File: src/rtl/b1pm_pkg.sv
package b1pm_pkg;
  typedef enum logic [1:0] {
    RATE_STS1  = 2'd0,
    RATE_STS3  = 2'd1,
    RATE_STS12 = 2'd2,
    RATE_RSVD  = 2'd3
  } rate_e;

  // STS multiple selected by the rate code
  function automatic int unsigned sts_mult(rate_e r);
    case (r)
      RATE_STS1: return 1;
      RATE_STS3: return 3;
      default:   return 12;
    endcase
  endfunction

  // byte index of B1 counted from the frame-start byte
  function automatic int unsigned b1_index(rate_e r, int unsigned row_bytes);
    return row_bytes * sts_mult(r);
  endfunction
endpackage

File: src/rtl/b1_frame_pos.sv
module b1_frame_pos #(
  parameter int POS_W = 11
) (
  input  logic             clk,
  input  logic             rst,
  input  logic             clr,
  input  logic             en,
  input  logic             sof,
  input  logic [POS_W-1:0] offset,
  output logic             b1_hit
);
  localparam logic [POS_W-1:0] SAT = '1;

  logic [POS_W-1:0] pos;
  logic             framed;

  always_ff @(posedge clk) begin
    if (rst || clr) begin
      pos    <= '0;
      framed <= 1'b0;
    end else if (en) begin
      if (sof) begin
        pos    <= POS_W'(1);
        framed <= 1'b1;
      end else if (pos != SAT) begin
        pos <= pos + POS_W'(1);
      end
    end
  end

  assign b1_hit = en && !sof && framed && (pos == offset);
endmodule

File: src/rtl/b1_bip_acc.sv
module b1_bip_acc #(
  parameter int DW = 8
) (
  input  logic          clk,
  input  logic          rst,
  input  logic          clr,
  input  logic          en,
  input  logic          sof,
  input  logic [DW-1:0] din,
  output logic [DW-1:0] par_q,
  output logic          par_ok
);
  logic [DW-1:0] acc;
  logic          started;

  always_ff @(posedge clk) begin
    if (rst || clr) begin
      acc     <= '0;
      par_q   <= '0;
      par_ok  <= 1'b0;
      started <= 1'b0;
    end else if (en) begin
      if (sof) begin
        par_q   <= acc;
        par_ok  <= started;
        started <= 1'b1;
        acc     <= din;
      end else begin
        acc <= acc ^ din;
      end
    end
  end
endmodule

File: src/rtl/b1_parity_unit.sv
module b1_parity_unit
  import b1pm_pkg::*;
#(
  parameter int DW        = 8,
  parameter int ROW_BYTES = 90,
  parameter int MAX_STS   = 12
) (
  input  logic          clk,
  input  logic          rst,
  input  logic [1:0]    rate_sel,
  input  logic          rx_valid,
  input  logic          rx_sof,
  input  logic          rx_oof,
  input  logic [DW-1:0] rx_scr,
  input  logic [DW-1:0] rx_dsc,
  input  logic          cfg_rx_fix,
  output logic [DW-1:0] rx_out,
  output logic          rx_out_vld,
  output logic [DW-1:0] rx_mask,
  output logic          rx_mask_vld,
  input  logic          tx_valid,
  input  logic          tx_sof,
  input  logic [DW-1:0] tx_in,
  input  logic          fb_valid,
  input  logic          fb_sof,
  input  logic [DW-1:0] fb_scr,
  input  logic [DW-1:0] cfg_tx_mask,
  input  logic          cfg_tx_inhibit,
  input  logic          cfg_passthru,
  output logic [DW-1:0] tx_out,
  output logic          tx_out_vld
);
  localparam int POS_W = $clog2(ROW_BYTES * MAX_STS + 2);

  logic [POS_W-1:0] b1_off;
  assign b1_off = POS_W'(b1_index(rate_e'(rate_sel), ROW_BYTES));

  // receive side
  logic          rx_en, rx_hit, rx_ok;
  logic [DW-1:0] rx_par;
  assign rx_en = rx_valid && !rx_oof;

  b1_frame_pos #(.POS_W(POS_W)) u_rx_pos (
    .clk(clk), .rst(rst), .clr(rx_oof), .en(rx_en), .sof(rx_sof),
    .offset(b1_off), .b1_hit(rx_hit)
  );

  b1_bip_acc #(.DW(DW)) u_rx_acc (
    .clk(clk), .rst(rst), .clr(rx_oof), .en(rx_en), .sof(rx_sof),
    .din(rx_scr), .par_q(rx_par), .par_ok(rx_ok)
  );

  always_ff @(posedge clk) begin
    if (rst) begin
      rx_out      <= '0;
      rx_out_vld  <= 1'b0;
      rx_mask     <= '0;
      rx_mask_vld <= 1'b0;
    end else begin
      rx_out_vld  <= rx_valid;
      rx_mask_vld <= rx_hit && rx_ok;
      rx_mask     <= (rx_hit && rx_ok) ? (rx_par ^ rx_dsc) : '0;
      if (rx_hit && rx_ok && cfg_rx_fix && !cfg_passthru)
        rx_out <= rx_par;
      else
        rx_out <= rx_dsc;
    end
  end

  // transmit side
  logic          tx_hit, fb_ok;
  logic [DW-1:0] fb_par;

  b1_frame_pos #(.POS_W(POS_W)) u_tx_pos (
    .clk(clk), .rst(rst), .clr(1'b0), .en(tx_valid), .sof(tx_sof),
    .offset(b1_off), .b1_hit(tx_hit)
  );

  b1_bip_acc #(.DW(DW)) u_fb_acc (
    .clk(clk), .rst(rst), .clr(1'b0), .en(fb_valid), .sof(fb_sof),
    .din(fb_scr), .par_q(fb_par), .par_ok(fb_ok)
  );

  always_ff @(posedge clk) begin
    if (rst) begin
      tx_out     <= '0;
      tx_out_vld <= 1'b0;
    end else begin
      tx_out_vld <= tx_valid;
      if (tx_hit && fb_ok && !cfg_passthru && !cfg_tx_inhibit)
        tx_out <= fb_par ^ cfg_tx_mask;
      else
        tx_out <= tx_in;
    end
  end
endmodule

File: config.mk
export PLATFORM = sky130hd
export DESIGN_NAME = b1_parity_unit
export DESIGN_NICKNAME = d
export VERILOG_FILES = /design/src/rtl/b1pm_pkg.sv /design/src/rtl/b1_frame_pos.sv /design/src/rtl/b1_bip_acc.sv /design/src/rtl/b1_parity_unit.sv
export SDC_FILE = /design/constraint.sdc
export NUM_CORES = 1
export LEC_CHECK = 0
export BUFFER_PORTS_ARGS = -buffer_cell sky130_fd_sc_hd__buf_4
export CAP_MARGIN = 20
export CORE_UTILIZATION = 30
export DETAILED_ROUTE_END_ITERATION = 8
export SYNTH_ARGS = -nofsm -noshare
export SYNTH_HDL_FRONTEND = slang
export SYNTH_SLANG_ARGS = --single-unit
File: constraint.sdc
create_clock -name clk -period 1.65 [get_ports clk]
set_clock_uncertainty 0.05 [all_clocks]
set_input_delay 0 -clock clk [delete_from_list [all_inputs] [get_ports clk]]
set_output_delay 0 -clock clk [all_outputs]
set_load 0.01 [all_outputs]
======== Word-level counts from Yosys, hierarchy flattened ========
Cells that the tools add are included.
W data, S select, Z words.
storage, ports and cells
  register bits ........................... 86
  input bits .............................. 54
  word-level logic and storage cells ...... 67
operators by class
  equal/unequal tests ..................... 5
  add/subtract/negate cells ............... 2
  multipliers ............................. 1
  bitwise operators ....................... 5
  reduce and logical (&&, ||, !) cells .... 28
  muxes and demuxes ....................... 9
operators with widths
  kind                     number
  $mux W11                 4
  $mul A6 B32 Y10 const A  1
  $mux W8                  4
  $xor A8 B8 Y8            4
  $add A11 B1 Y11 const B  2
  $eq A11 B11 Y1           2
  $ne A11 B11 Y1 const B   2
  $logic_and A1 B1 Y1      13
  $reduce_and A2 Y1        5
  $pmux W4 S2              1
  $logic_not A1 Y1         5
  $reduce_bool A2 Y1       2
  $eq A2 B1 Y1 const B     1
  $logic_not A2 Y1         1
  $reduce_or A2 Y1         1
  $logic_or A1 B1 Y1       1
  $not A1 Y1               1

======== Longest topological paths before layout ========
Gate-level depths: netlist of run 1.
  depth in word-level cells ............... 9
  gate-level depth with buffers ........... 7

======== Cells and area by module ========
A second synthesis of run 1 with hierarchy kept.
unflattened totals
  cell total of the unflattened synthesis .. 489
  area, all modules ....................... 4615.7 um2
modules (own cells, without submodules)
  module          area each (um2)  seq. area each (um2)  cells each  times used
  b1_bip_acc      958.4            360.3                 91          2
  b1_frame_pos    829.5            240.2                 98          2
  b1_parity_unit  1039.7           540.5                 111         1

======== Worst setup path before layout of run 1 ========
OpenSTA, ideal clock, no wires.
  kind .................................... reg-to-reg
  from .................................... reg u_rx_pos.pos[0]
  to ...................................... reg rx_out[4]
  arrival time ............................ 1.622 ns
  clock period less this slack ............ 1.742 ns
  slack ................................... -0.092 ns
  cell stages (with the launch flop) ...... 7
  required time ........................... 1.530 ns
  library setup time ...................... 0.070 ns
  path through ............................ dfxtp_1 or4bb_1 nor3_1 and4b_1 buf_2 nand3_1 a21oi_1
on the way
  longest elaborated chain between the ends .. 6
ends and longest elaborated chain
  what                              line                  RTL
  start, declared                   b1_frame_pos.sv:14    logic [POS_W-1:0] pos;
  start signal, assigned            b1_frame_pos.sv:26    pos <= pos + POS_W'(1);
  $eq A11 B11 Y1                    b1_frame_pos.sv:31    assign b1_hit = en && !sof && framed && (pos == offset);
  $logic_and A1 B1 Y1               b1_frame_pos.sv:31
  $logic_and A1 B1 Y1 (3 in a row)  b1_parity_unit.sv:63  if (rx_hit && rx_ok && cfg_rx_fix && !cfg_passthru)
  $mux W8                           b1_parity_unit.sv:63
  end signal, assigned              b1_parity_unit.sv:64  rx_out <= rx_par;
  end signal, assigned              b1_parity_unit.sv:66  rx_out <= rx_dsc;
  end, declared                     b1_parity_unit.sv:17  output logic [DW-1:0] rx_out,
No other way between the ends.
A chain may end at the register's enable or synchronous reset.

======== Final worst setup path of run 1 ========
  from .................................... reg u_rx_pos.pos[0]
  to ...................................... reg rx_out[6]
The elaborated chain is that of the path after synthesis.

==> results_dict.tcl, run 1 <==
set metrics [dict create \
    synthesis.nets 503 \
    synth_area_um2 3760 \
    drv_slew 0 \
    mostFrequentLayoutCells "buf_4, dfxtp_1, nand2_1, nor2_1, dlygate4sd3_1" \
    grt_use_total 0.163 \
    cts-buffers-inserted 9 \
    ir_worst_vdd_mv 0.374 \
    finalSetupViolations 18 \
    syn_area_per_cell_um2 8.42 \
    seq_area_um2 1740 \
    port_buffers 80 \
    syn_to_final_growth_pct 57.9 \
    cts_num_sinks 86 \
    drc_errors 0 \
    synth_top_area_cell "dfxtp_1" \
    critPathMaxFanout 8 \
    finish.instance_area_um2 5940 \
    period_share 1.11 \
    antenna_cells 0 \
    wl_um 10900 \
    root_buffer "clkbuf_16" \
    rows 40 \
    cts.path.max_buffers 2 \
    grt_pass1_wl_um 16800 \
    final.fill_count 1185 \
    htreeDepth 3 \
    max_slew.worst_pin.slew_ps 866 \
    io_pins 81 \
    wl_per_cell_um 13.9 \
    synth_top_area_frac 0.458 \
    clockPowerShare 0.418 \
    coreArea_um2 12100 \
    maxClockFrequency_mhz 548 \
    multi_input_area_um2 2260 \
    final_antenna_net_count 0 \
    dr.pass1.iters 4 \
    status "complete, but fails checks" \
    yosysWarningCount 0 \
    power_frac_seq 0.463 \
    critPathKind "flip-flop to flip-flop" \
    required_ps 1880 \
    ys_top_cells_by_area "dfxtp_1, nor2_1, nand2_1" \
    p_comb_frac 0.119 \
    power.density_nw_per_um2 786 \
    gp_congestion 0.900 \
    drtIter0Drc 170 \
    synth-seq-cells 86 \
    critPathCaptureType "flip-flop" \
    rsz0062_at_grt "true" \
    arrival_ps 2050 \
    first_global_vias 3639 \
    min_period_ps 1820 \
    final_nets 664 \
    layout.cells.most_common "buf_4" \
    power.total_mw 4.67 \
    grt_max_degree 33 \
    rrSetupSlack_ps -170 \
    max_cap_viol_count 0 \
    setup_ws_ps -175 \
    final_cells 781 \
    viasPerCell 4.92 \
    antenna_found_initial 1 \
    vias 3845 \
    grt_overflow 0 \
    p_int_mw 3.54 \
    synthCells 447 \
    switching_share 0.242 \
    hold-worst-slack_ps 23.9 \
    crit_path_start_kind "flip-flop" \
    synthArstFlopShare 0 \
    hold_viol 0 \
    die_y_um 114 \
    dp_cells 713 \
    hpwl_um 7290 \
    synth-edff-count 0 \
    relSlewSlack 0.422 \
    power_switching_mw 1.13 \
    clk_pin_slew_ps 60 \
    dieArea_um2 13000 \
    synthDistinctLibCells 48 \
    drive_gt1_frac 0.339 \
    seq_area_frac_synth 0.458 \
    p_leak_nw 2.24 \
    clk_latency_ps 340 \
    worstHoldPathType "input port to flip-flop" \
    tritoncts "yes" \
    placed_cell_area_um2 4810 \
    violations "negative setup slack" \
    synthFlopType "dfxtp_1" \
    die_width_um 114 \
    initial_core_util 0.311 \
]
## what timing repair did
item                                   in CTS  in global routing
buffers inserted                            3                  1
hold buffers                               50                  0
endpoints found under the hold margin      48                  0
gates resized for setup                    18                 60
setup endpoints to repair                  23                 39
pin swaps                                   9                 34
## synthesized netlist by cell type, drive strengths merged, types with 5 or more instances
master and instances:
nor3 11, and3 6, dfxtp 86, clkbuf 18, a21oi 35, xnor2 17
nand2b 12, nor2b 6, nand4 5, nand3 13, mux2i 9, nand2 56
o21ai 38, a32oi 7, xor2 9, a22oi 10, nor2 58
## sequential cells by signal, summed over array words and instances (netlist names), 8 cells and up
signal and cells:
u_rx_pos.pos 11, u_tx_pos.pos 11, rx_mask 8, rx_out 8
tx_out 8, u_fb_acc.acc 8, u_fb_acc.par_q 8, u_rx_acc.acc 8
u_rx_acc.par_q 8
## worst paths after layout
path | start | to | depth (start not counted)
hold / removal | fb_valid | u_fb_acc.acc[4] | 3
setup / recovery | u_rx_pos.pos[0] | rx_out[6] | 5
hold reg to reg | u_fb_acc.started | u_fb_acc.par_ok | 2
setup reg to reg | u_rx_pos.pos[0] | rx_out[6] | 5
## layer usage
layer	up-vias	part of all wire	GRT usage
li1	1883	-	-
met1	1823	0.43	0.197
met2	117	0.50	0.290
met3	22	0.054	0.0308
met4	0	0.016	0.0563
met5	-	0	0
## per-stage QoR
| step | setup WS [ps] | TNS (ps) | utilization |
|---|---|---|---|
| finish | -175 | -1940 | 0.490 |
| global route | -287 | -4670 | 0.490 |
| CTS | -100 | -654 | 0.470 |
| detailed placement | -154 | -2210 | 0.397 |
| global placement | -128 | -1530 | 0.397 |
| floorplan | -47.3 | -334 | - |
## final cells by class
| cell class | count | area share |
|---|---|---|
| clock buffer | 12 | 0.0432 |
| sequential | 86 | 0.293 |
| clock inverter | 4 | 0.00485 |
| multi-input combinational | 337 | 0.380 |
| timing repair buffer | 171 | 0.241 |
| tap | 168 | 0.0354 |
| inverter | 3 | 0.00190 |
## cells by family after synthesis
logic type | Yosys count | synth area share
xor gates and xnor gates | 26 | 0.0605
adders and majority gates | 2 | 0.00665
AOI/OAI and AO/OA | 104 | 0.166
buffers and inverters | 24 | 0.0263
muxes | 10 | 0.0269
and+or+nand+nor | 195 | 0.256
DFF | 86 | 0.458
## power by group through the flow
stage          logic (mW)  registers (mW)  clock network [mW]
3_3_place_gp        0.411            2.21                   0
3_5_place_dp        0.419            2.21                   0
4_1_cts             0.528            2.16                1.97
6_report            0.556            2.16                1.95
2_1_floorplan       0.190            2.21                   0
5_1_grt             0.603            2.17                2.06
## critical path: stages (launching register included)
cell,delay [ps]
dfxtp_2,320
or4bb_1,510
nor3_2,250
and4b_4,380
nand3_2,90
a21oi_2,170
Note: power is estimated with default switching activity, not from simulation.
==> run 2, diff against run 1 <==
--- a/config.mk
+++ b/config.mk
@@ -7,8 +7,11 @@
 export LEC_CHECK = 0
 export BUFFER_PORTS_ARGS = -buffer_cell sky130_fd_sc_hd__buf_4
 export CAP_MARGIN = 20
+export CELL_PAD_IN_SITES_DETAIL_PLACEMENT = 1
+export CELL_PAD_IN_SITES_GLOBAL_PLACEMENT = 1
 export CORE_UTILIZATION = 30
 export DETAILED_ROUTE_END_ITERATION = 8
+export PLACE_DENSITY_LB_ADDON = 0.1
 export SYNTH_ARGS = -nofsm -noshare
 export SYNTH_HDL_FRONTEND = slang
 export SYNTH_SLANG_ARGS = --single-unit
==> results_dict.tcl, run 2 (synthesized netlist as in run 1, its figures left out) <==
set metrics [dict create \
    finalSetupViolations 18 \
    reg.largest.list "u_rx_pos.pos (11), u_tx_pos.pos (11)" \
    switching_share 0.239 \
    io_pins 81 \
    final_antenna_net_count 0 \
    clk_pin_slew_ps 70 \
    violations "negative setup slack" \
    cts_num_sinks 86 \
    root_buffer "clkbuf_16" \
    tritoncts "yes" \
    cts-buffers-inserted 9 \
    fin_setup_tns_ps -1300 \
    dieArea_um2 13000 \
    dp_cells 713 \
    final_cells 779 \
    gp_congestion 0.801 \
    dr.pass1.iters 4 \
    viasPerCell 4.82 \
    required_ps 1830 \
    cts.path.max_buffers 2 \
    final_nets 662 \
    clk_latency_ps 340 \
    placed_cell_area_um2 4810 \
    min_path_cells 3 \
    p_int_mw 3.68 \
    maxClockFrequency_mhz 568 \
    antenna_found_initial 0 \
    status "complete, but fails checks" \
    r2r_cells 6 \
    rrSetupSlack_ps -110 \
    p_comb_frac 0.110 \
    timing.rr.end "tx_out[4]" \
    r2r-start "u_tx_pos.pos[8]" \
    grt_pass1_wl_um 19200 \
    crit_path_start_kind "flip-flop" \
    clockPowerShare 0.443 \
    drtIter0Drc 84 \
    ir_worst_vdd_mv 0.439 \
    max_cap_viol_count 0 \
    die_width_um 114 \
    grt_use_total 0.190 \
    critPathMaxFanout 8 \
    worstHoldStart "fb_valid" \
    final.fill_count 1411 \
    htreeDepth 3 \
    period_share 1.07 \
    grt_max_degree 31 \
    power_switching_mw 1.16 \
    rows 40 \
    die_y_um 114 \
    wl_um 12100 \
    critPathKind "flip-flop to flip-flop" \
    vias 3758 \
    finish.instance_area_um2 5830 \
    first_global_vias 3907 \
    port_buffers 80 \
    hpwl_um 8120 \
    critical_path.startpoint "u_tx_pos.pos[8]" \
    critPathCaptureType "flip-flop" \
    initial_core_util 0.311 \
    grt_overflow 0 \
    wl_per_cell_um 15.5 \
    mostFrequentLayoutCells "buf_4, dfxtp_1, nor2_1, nand2_1, dlygate4sd3_1" \
    power.density_nw_per_um2 830 \
    min_period_ps 1760 \
    power_frac_seq 0.447 \
    p_leak_nw 2.25 \
    hold_viol 0 \
    drv_slew 0 \
    syn_to_final_growth_pct 54.9 \
    coreArea_um2 12100 \
    drive_gt1_frac 0.308 \
    rsz0062_at_grt "true" \
    setup_ws_ps -112 \
    layout.cells.most_common "buf_4" \
    min_to "u_fb_acc.acc[3]" \
    drc_errors 0 \
    arrival_ps 1940 \
    antenna_cells 0 \
    relSlewSlack 0.604 \
    worstHoldPathType "input port to flip-flop" \
    max_slew.worst_pin.slew_ps 593 \
]
run 2: cell types whose count changed in the layout (fill, tap and decap cells not counted), moves of 4 or more:
cell | before | now
a21oi_2 | 9 | 2
nor2_1 | 50 | 56
nand3_1 | 4 | 11
a21oi_1 | 26 | 33
dfxtp_1 | 72 | 77
dfxtp_2 | 13 | 9
dlygate4sd3_1 | 50 | 46
nand3_2 | 8 | 2
run 2: metal layers:
metal	vias up	GRT usage	part of all wire
met1	1808	0.221	0.44
met3	12	0.0292	0.024
met2	61	0.347	0.52
li1	1877	-	-
met5	-	0	0
met4	0	0.0762	0.017
run 2: cell type report:
cell class	count	area, µm²	area share
clock buffers	12	256	0.0440
flip-flops and latches	86	1730	0.297
well taps	168	210	0.0361
repair buffers	169	1400	0.241
clock inverters	4	55.1	0.00944
multi-input cells	337	2160	0.370
inverters	3	11.3	0.00193
run 2: timing repair:
action | in CTS | in global routing
pin swaps | 4 | 13
gates resized for setup | 12 | 36
buffers inserted | 0 | 4
hold endpoints to repair | 49 | 0
hold buffers | 46 | 0
endpoints found under the setup margin | 25 | 48
run 2: worst max path at each step:
stage / cells past startpoint / endpoint
global placement: 7 / u_rx_pos.pos[8]
floorplan: 5 / rx_out[4]
global route: 6 / tx_out[4]
finish: 6 / tx_out[4]
detailed placement: 7 / tx_out[4]
CTS: 6 / rx_out[1]
run 2: power groups by stage:
stage,clock [mW],sequential (mW),combinational (mW)
after global routing,2.28,2.17,0.583
after CTS,2.19,2.16,0.521
after floorplan,0,2.21,0.190
after global placement,0,2.20,0.414
final,2.14,2.16,0.533
after detailed placement,0,2.21,0.427
run 2: stage by stage:
step	hold slack (ps)	util	setup WS (ps)	power, mW
floorplan	78.2	-	-47.3	2.40
finish	11.2	0.481	-112	4.84
CTS	2.31	0.466	-120	4.87
global route	38.7	0.481	-198	5.03
global placement	182	0.397	-93.4	2.62
detailed placement	192	0.397	-122	2.63
run 2: critical path: stages, from the launching register on:
cell	delay, ps
dfxtp_2	370
nand2_1	70
or3_4	360
a221oi_4	320
buf_12	180
mux2i_4	240
nor2_2	50
==> run 3, diff against run 2 <==
--- a/config.mk
+++ b/config.mk
@@ -5,12 +5,13 @@
 export SDC_FILE = /design/constraint.sdc
 export NUM_CORES = 1
 export LEC_CHECK = 0
+export ABC_AREA = 1
 export BUFFER_PORTS_ARGS = -buffer_cell sky130_fd_sc_hd__buf_4
-export CAP_MARGIN = 20
 export CELL_PAD_IN_SITES_DETAIL_PLACEMENT = 1
 export CELL_PAD_IN_SITES_GLOBAL_PLACEMENT = 1
 export CORE_UTILIZATION = 30
 export DETAILED_ROUTE_END_ITERATION = 8
+export GPL_TIMING_DRIVEN = 0
 export PLACE_DENSITY_LB_ADDON = 0.1
 export SYNTH_ARGS = -nofsm -noshare
 export SYNTH_HDL_FRONTEND = slang
==> results_dict.tcl, run 3 <==
set metrics [dict create \
    status "complete, no violations" \
    critPathKind "flip-flop to flip-flop" \
    grt_use_total 0.192 \
    port_buffers 77 \
    fin_util 0.446 \
    gp_congestion 0.802 \
    synth-edff-count 0 \
    syn_to_final_growth_pct 43.7 \
    syn_area_per_cell_um2 6.97 \
    final.fill_count 1676 \
    rrSetupSlack_ps 50 \
    seq_area_frac_synth 0.413 \
    p_int_mw 3.78 \
    hold-worst-slack_ps 5.64 \
    r2r_cells 8 \
    reg.largest.list "u_rx_pos.pos (11), u_tx_pos.pos (11)" \
    vias 4395 \
    arrival_ps 1820 \
    synthCells 597 \
    drc_errors 0 \
    mostFrequentLayoutCells "nand2_1, buf_4, dfxtp_1, nor2_1, a21oi_1" \
    yosysMostFrequentCell "nand2_1" \
    grt.busiest_layer "met2" \
    wl_um 13300 \
    grt_pass1_wl_um 21700 \
    yosysWarningCount 0 \
    grt_max_degree 17 \
    htreeDepth 3 \
    required_ps 1860 \
    cts.path.max_buffers 2 \
    antenna_found_initial 0 \
    coreArea_um2 13400 \
    cts-buffers-inserted 9 \
    min_path_cells 5 \
    path_buf_inv 1 \
    layout.cells.most_common "nand2_1" \
    rsz0062_at_grt "true" \
    use_met1 0.229 \
    grt_overflow 0 \
    worstHoldStart "cfg_tx_mask[7]" \
    drive_gt1_frac 0.205 \
    slowest_delay_ps 380 \
    clk_pin_slew_ps 70 \
    synth-seq-cells 86 \
    pre_cts_ws_ps -289 \
    clockPowerShare 0.453 \
    cts_num_sinks 86 \
    root_buffer "clkbuf_16" \
    synthFlopType "dfxtp_1" \
    final_antenna_net_count 0 \
    die_width_um 120 \
    worst_path_most_repeated_cell "nand3_2" \
    p_comb_frac 0.117 \
    r2r-start "u_tx_pos.pos[1]" \
    relSlewSlack 0.639 \
    critPathCaptureType "flip-flop" \
    max_cap_viol_count 0 \
    min_period_ps 1600 \
    die_y_um 120 \
    fin_setup_tns_ps 0 \
    synth_area_um2 4160 \
    finalSetupViolations 0 \
    finish.instance_area_um2 5980 \
    synthArstFlopShare 0 \
    initial_core_util 0.311 \
    period_share 0.971 \
    power_switching_mw 1.28 \
    worstHoldPathType "input port to flip-flop" \
    synthDistinctLibCells 32 \
    wl_per_cell_um 14.5 \
    synth_top_area_frac 0.413 \
    viasPerCell 4.76 \
    crit_path_start_kind "flip-flop" \
    power_frac_seq 0.430 \
    hpwl_um 9390 \
    tritoncts "yes" \
    drtIter0Drc 199 \
    p_leak_nw 2.46 \
    maxClockFrequency_mhz 624 \
    dr.pass1.iters 4 \
    final_cells 923 \
    setup_ws_ps 47.4 \
    synth_top_area_cell "dfxtp_1" \
    dieArea_um2 14400 \
    grt_use_met3 0.0242 \
    placed_cell_area_um2 4960 \
    worstPathCellList "ha_4, nand3_2, nor2_4, nand3_2, o21ai_4, buf_4, nand2_1, a21oi_1" \
    antenna_cells 0 \
    clk_latency_ps 340 \
    drv_slew 0 \
    hold_viol 0 \
    final_nets 798 \
    slowest_stage "dfxtp_4" \
    critPathMaxFanout 6 \
    max_slew.worst_pin.slew_ps 542 \
    cpLargestDelayFamily "simple AND/OR/NAND/NOR gates" \
    dp_cells 850 \
    synthTopCellsByCount "nand2_1, dfxtp_1, nor2_1" \
    power.total_mw 5.06 \
    min_to "tx_out[7]" \
    ys_top_cells_by_area "dfxtp_1, nand2_1, a21oi_1" \
    io_pins 81 \
    synthesis.nets 653 \
    met2_usage 0.351 \
    timing.rr.end "u_tx_pos.pos[3]" \
    ir_worst_vdd_mv 0.427 \
    rows 42 \
    switching_share 0.253 \
    first_global_vias 4461 \
    power.density_nw_per_um2 846 \
]
==> run 3: how the worst max path moves through the flow <==
stage                          startpoint              end  slack, ps  cells after the start
after floorplan           u_tx_pos.pos[0]  u_tx_pos.pos[4]        100                      7
after global placement    u_tx_pos.pos[0]  u_tx_pos.pos[9]       -290                      7
after detailed placement  u_tx_pos.pos[0]  u_tx_pos.pos[9]       -290                      7
after CTS                 u_tx_pos.pos[0]  u_tx_pos.pos[5]          3                      8
after global routing      u_tx_pos.pos[5]        tx_out[3]        -50                      6
final                     u_tx_pos.pos[1]  u_tx_pos.pos[3]         50                      8
==> run 3: worst register-to-register path: stages, from the launching register on <==
cell	delay (ps)
dfxtp_4	380
ha_4	190
nand3_2	130
nor2_4	170
nand3_2	100
o21ai_4	180
buf_4	160
nand2_1	50
a21oi_1	120
==> run 3: cells by family (layout without fill, tap and decap cells) <==
family	count (synthesis)	count (layout)	share of synthesized area
simple gates	300	300	0.316
compound gates	109	109	0.143
flops	86	86	0.413
buf+inv	82	232	0.0835
xor+xnor	18	18	0.0379
fa+ha+maj	2	2	0.00601
==> run 3: per-layer routing <==
metal / wire length [µm] / part of all wire / vias to the layer above
met5: 0 / 0 / -
met4: 163 / 0.012 / 0
met3: 274 / 0.021 / 12
met2: 6820 / 0.51 / 63
met1: 6090 / 0.46 / 2096
li1: - / - / 2224
==> run 3: power groups by stage <==
stage	Clock (mW)	Sequential, mW	Combinational [mW]
after floorplan	0	2.23	0.240
after global placement	0	2.22	0.471
after detailed placement	0	2.23	0.481
after CTS	2.35	2.18	0.584
after global routing	2.42	2.18	0.657
final	2.29	2.18	0.594
==> run 3: layout make-up <==
class                   instances  area (µm²)  area share
multi-input cells             429        2200       0.367
plain buffers                  21         123      0.0205
repair buffers                134        1150       0.192
well taps                     176         220      0.0368
inverters                      61         229      0.0383
flip-flops and latches         86        1740       0.290
clock inverters                 7         104      0.0174
clock buffers                   9         225      0.0376
==> run 3: repair_timing <==
action,in CTS,in global routing
cloned,0,0
endpoints found under the setup margin,26,43
resized for setup,13,19
setup buffers,3,4
hold endpoints to repair,50,0
hold buffers,50,0
pin swaps,2,5
